[src/rtl/pc_seq.sv]
module pc_seq #(
  parameter int AW = 12,
  parameter int PW = 4,
  parameter logic [AW-1:0] VEC_TMR = 12'h004,
  parameter logic [AW-1:0] VEC_EXT = 12'h008
) (
  input  logic          clk,
  input  logic          rst_n,
  input  logic          step,
  input  logic          len2,
  input  logic [2:0]    kind,
  input  logic [AW-1:0] target,
  input  logic          cond_true,
  input  logic          take_tmr,
  input  logic          take_ext,
  input  logic          wake,
  input  logic          int_en,
  input  logic          carry_in,
  input  logic          page_f,
  output logic [AW-1:0] pc,
  output logic          halted,
  output logic          carry_restore,
  output logic          carry_restore_v,
  output logic [PW-1:0] tbl_page
);

  localparam logic [2:0] K_SEQ  = 3'd0;
  localparam logic [2:0] K_JMP  = 3'd1;
  localparam logic [2:0] K_CALL = 3'd2;
  localparam logic [2:0] K_COND = 3'd3;
  localparam logic [2:0] K_RET  = 3'd4;
  localparam logic [2:0] K_IRET = 3'd5;
  localparam logic [2:0] K_HALT = 3'd6;

  logic [AW-1:0] pc_q, pc_d, ret_q, ret_d;
  logic          rcf_q, rcf_d, halt_q, halt_d;

  wire irq  = !halt_q && (take_tmr || take_ext);
  wire exec = step && !halt_q && !irq;
  wire [AW-1:0] pc_p1 = pc_q + AW'(1);
  wire [AW-1:0] pc_p2 = pc_q + AW'(2);

  always_comb begin
    pc_d   = pc_q;
    ret_d  = ret_q;
    rcf_d  = rcf_q;
    halt_d = halt_q;
    if (halt_q) begin
      if (wake) begin
        halt_d = 1'b0;
        if (int_en) begin
          pc_d  = VEC_EXT;
          ret_d = pc_q;
          rcf_d = carry_in;
        end
      end
    end else if (irq) begin
      pc_d  = take_ext ? VEC_EXT : VEC_TMR;
      ret_d = pc_q;
      rcf_d = carry_in;
    end else if (step) begin
      case (kind)
        K_SEQ:  pc_d = len2 ? pc_p2 : pc_p1;
        K_JMP:  pc_d = target;
        K_CALL: begin pc_d = target; ret_d = pc_p2; end
        K_COND: pc_d = cond_true ? {pc_q[AW-1], target[AW-2:0]} : pc_p2;
        K_RET, K_IRET: pc_d = ret_q;
        K_HALT: begin pc_d = pc_p2; halt_d = 1'b1; end
        default: pc_d = len2 ? pc_p2 : pc_p1;
      endcase
    end
  end

  always_ff @(posedge clk or negedge rst_n) begin
    if (!rst_n) begin
      pc_q   <= '0;
      ret_q  <= '0;
      rcf_q  <= 1'b0;
      halt_q <= 1'b0;
    end else begin
      pc_q   <= pc_d;
      ret_q  <= ret_d;
      rcf_q  <= rcf_d;
      halt_q <= halt_d;
    end
  end

  assign pc              = pc_q;
  assign halted          = halt_q;
  assign carry_restore   = rcf_q;
  assign carry_restore_v = exec && (kind == K_IRET);
  assign tbl_page        = page_f ? {PW{1'b1}} : pc_q[AW-1 -: PW];

  AST_SEQ_ADVANCE: assert property (@(posedge clk) disable iff (!rst_n)
    exec && kind == K_SEQ |=> pc == $past(pc) + (($past(len2)) ? AW'(2) : AW'(1)));
  AST_COND_KEEPS_TOP: assert property (@(posedge clk) disable iff (!rst_n)
    exec && kind == K_COND && cond_true |=> pc[AW-1] == $past(pc[AW-1]));
  AST_RETURN_TARGET: assert property (@(posedge clk) disable iff (!rst_n)
    exec && (kind == K_RET || kind == K_IRET) |=> pc == $past(ret_q));
  AST_EXT_VECTOR: assert property (@(posedge clk) disable iff (!rst_n)
    !halted && take_ext |=> pc == VEC_EXT);
  AST_TMR_VECTOR: assert property (@(posedge clk) disable iff (!rst_n)
    !halted && take_tmr && !take_ext |=> pc == VEC_TMR);
  AST_HALT_HOLDS: assert property (@(posedge clk) disable iff (!rst_n)
    halted && !wake |=> $stable(pc) && halted);
  AST_WAKE_CLEARS: assert property (@(posedge clk) disable iff (!rst_n)
    halted && wake |=> !halted);

endmodule

[config.mk]
export PLATFORM = sky130hd
export DESIGN_NAME = pc_seq
export DESIGN_NICKNAME = d
export VERILOG_FILES = /design/src/rtl/pc_seq.sv
export SDC_FILE = /design/constraint.sdc
export NUM_CORES = 1
export LEC_CHECK = 0
export BUFFER_PORTS_ARGS = -buffer_cell sky130_fd_sc_hd__buf_2
export CAP_MARGIN = 0
export CORE_ASPECT_RATIO = 0.9
export CORE_MARGIN = 2
export CORE_UTILIZATION = 50
export CTS_BUF_LIST = sky130_fd_sc_hd__clkbuf_8
export CTS_CLUSTER_SIZE = 28
export DETAILED_ROUTE_END_ITERATION = 12
export PLACE_DENSITY = 0.85
export SETUP_SLACK_MARGIN = 0.02
export SYNTH_ARGS = -nofsm -noshare
export SYNTH_HDL_FRONTEND = slang
export SYNTH_SLANG_ARGS = --single-unit
[constraint.sdc]
create_clock -name clk -period 1.6 [get_ports clk]
set_clock_uncertainty 0.05 [all_clocks]
set_input_delay 0 -clock clk [delete_from_list [all_inputs] [get_ports clk]]
set_output_delay 0 -clock clk [all_outputs]
set_load 0.01 [all_outputs]
==> impl_metrics.csv <==
group,metric,value,unit
power_and_ir_drop,power,0.00195,W
clock_tree,h-tree-depth,1,
timing,finalSetupViolations,22,
yosys,postSynthCellCount,288,
clock_tree,clk_latency,0.29,ns
route,top_layer_used,"met4",
worst_hold_path,hold_depth,3,
critical_path,arrival,1.85,ns
cells_and_area,drive_gt1_frac,0.486,
yosys,synth_warnings,0,
placement,place_area,0.00295,mm2
route,met2_length,4360,um
critical_path,crit_buf_inv,0,
cells_and_area,finalNonFillerCells,443,
die,die_h,68.2,um
timing,period_needed,1.70,ns
route,ant_nets,0,
global_route,track_usage,0.352,
critical_path,ff2ff_path_depth,6,
yosys,ys_types,59,
yosys,synth-seq-area-share,0.284,
route,firstDrtPassIters,5,
yosys,ys_ff_latch,26,
clock_tree,numCtsBuffers,3,
power_and_ir_drop,peakVddDrop,456,uV
placement,place.gp.congestion,0.949,
route,wl_met1,3480,um
worst_hold_path,hp-class,"input port to flip-flop",
die,ios,45,
timing,fin_hold_ws,0.0680,ns
clock_tree,cts_buffer_depth,2,
timing,hold_viol,0,
cells_and_area,fin_nets,411,
critical_path,crit_cells,6,
timing,max_freq,0.589,GHz
global_route,grt_pass1_wl,13400,um
critical_path,crit_slowest_cell,"dfrtp_2",
power_and_ir_drop,p_leak,1.48,nW
critical_path,max_stage_delay,0.48,ns
timing,fin_crit_sh,1.06,
placement,preCtsSetupSlack,-0.101,ns
critical_path,end_kind,"flip-flop",
yosys,async_flop_share,1.00,
global_route,gr-total-overflow,0,
timing,worstMarginPinSlew,0.666,ns
placement,post-dp-hpwl,5600,um
route,drt-initial-drc-count,389,
clock_tree,root_buffer,"clkbuf_8",
critical_path,crit_family,"simple AND/OR/NAND/NOR gates",
yosys,ys.flop_type,"dfrtp_1",
timing,maxSlewViolCount,0,
timing,relSlewSlack,0.556,
yosys,synth_nets,317,
critical_path,crit_required,1.75,ns
cells_and_area,multi_input_area,0.00185,mm2
route,drt-wirelength-per-cell,21.0,um
critical_path,critPathMaxFanout,5,
run_status,status,"finished, violations left",
route,vias,2904,
clock_tree,cts_tree,"yes",
global_route,antenna_found_initial,0,
yosys,avgSynthCellArea,7.96,um2
critical_path,worstSetupStartpointType,"flip-flop",
route,wl_met3,977,um
route,vias_per_cell,6.56,
die,core-area,0.00443,mm2
die,dieArea,0.00514,mm2
timing,fin_ws,-0.0969,ns
die,start_util,0.517,
critical_path,crit_chain,"ha_4, nand2_2, or3_4, nor3_1, o21ai_0, o2bb2ai_1",
flow_run,max-cap-violations,0,
yosys,syn_area,0.00229,mm2
clock_tree,cts_sinks,26,
clock_tree,path_clk_slew,0.11,ns
timing,rsz0062_at_grt,"yes",
die,rows,23,
cells_and_area,fin_area,0.00347,mm2
yosys,synth_edf_count,0,
power_and_ir_drop,powerDensity,562,mW/mm2
die,die_w,75.4,um
cells_and_area,n_antenna_cell,0,
cells_and_area,seqCellArea,661,um2
run_status,violations,"negative setup slack",
placement,io_buffers,44,
placement,placedCellCount,421,
global_route,grt_max_degree,27,
critical_path,worstSetupPathType,"flip-flop to flip-flop",
route,drt-total-wl,9280,um
global_route,grt_pass1_vias,2641,
route,drcViolationCount,0,
cells_and_area,syn_to_final_growth,51.5,%
cells_and_area,num-fill-cells,287,
-- state kept, by name, indices dropped and copies added, names as in the netlist --
signal         flops
carry_restore      1
pc                12
halted             1
ret_q             12
-- worst register-to-register path, cell delays in order (launching register included) --
cell,delay (ns)
dfrtp_2,0.48
ha_4,0.19
nand2_2,0.06
or3_4,0.35
nor3_1,0.17
o21ai_0,0.13
o2bb2ai_1,0.19
-- final cells by class --
class | instances | share of cell area
clock buffer | 4 | 0.0159
inverter | 8 | 0.00865
multi-input combinational | 232 | 0.533
sequential | 26 | 0.190
tap | 62 | 0.0223
timing repair buffer | 111 | 0.230
-- cells in the final DEF, fill, tap and decap left out, types with 6 or more instances in the layout --
cell type	n
dfrtp_2	8
buf_6	10
xnor2_1	9
buf_4	50
dfrtp_1	18
a21oi_2	6
nand2_1	19
inv_1	7
buf_2	45
a21oi_1	18
o21ai_0	14
nor2b_1	8
nor2_1	16
o211ai_1	12
o21ai_1	9
-- power breakdown --
part	internal, W	switching (W)	leakage (nW)
Sequential	0.000708	0.0000661	0.329
Clock	0.000221	0.000247	0.0288
Combinational	0.000321	0.000388	1.13
Total	0.00125	0.000701	1.48
-- cells by family after synthesis --
| group | Yosys count | synth area share |
|---|---|---|
| buf+inv | 30 | 0.0617 |
| mux | 7 | 0.0328 |
| xor+xnor | 17 | 0.0650 |
| simple gates | 104 | 0.247 |
| flops | 26 | 0.284 |
| fa+ha+maj | 4 | 0.0207 |
| compound gates | 100 | 0.289 |
-- repair_timing --
item / in CTS / in global routing
resized for setup: 40 / 37
endpoints found under the setup margin: 21 / 26
pin swaps: 19 / 20
hold buffers: 3 / 0
endpoints found under the hold margin: 28 / 0
gates cloned: 2 / 0
setup buffers: 7 / 6
-- synth_stat cells (6+ instances only) --
cell type / n / area (um2)
buf_2: 13 / 65.1
inv_1: 7 / 26.3
o211ai_1: 12 / 90.1
o31ai_1: 7 / 52.6
dfrtp_1: 26 / 651
o21ai_0: 18 / 90.1
nor2b_1: 8 / 50.1
nand3_1: 6 / 30.0
nor2_1: 26 / 97.6
nor3_1: 8 / 40.0
nand2_1: 23 / 86.3
a21oi_1: 24 / 120
xnor2_1: 14 / 123
-- final timing paths --
kind / from / end / slack (ns)
setup / recovery: pc[1] / pc[9] / -0.1
min in group asynchronous: rst_n / pc[10] / 0.22
hold / removal: kind[2] / halted / 0.07
hold reg to reg: ret_q[0] / ret_q[0] / 0.48
setup reg to reg: pc[1] / pc[9] / -0.1
max in group asynchronous: rst_n / pc[1] / 0.80
-- metal layers --
metal	vias to the layer above	GRT usage
li1	1239	-
met1	1382	0.457
met2	228	0.571
met3	55	0.0677
met4	0	0.151
met5	-	0
-- through the flow --
step	utilization	TNS, ns
floorplan	-	-0.00261
global placement	0.665	-0.0379
detailed placement	0.665	-0.782
CTS	0.736	-0.446
global route	0.784	-2.30
finish	0.784	-1.28
No activity file was read; power rests on OpenSTA's default activity.
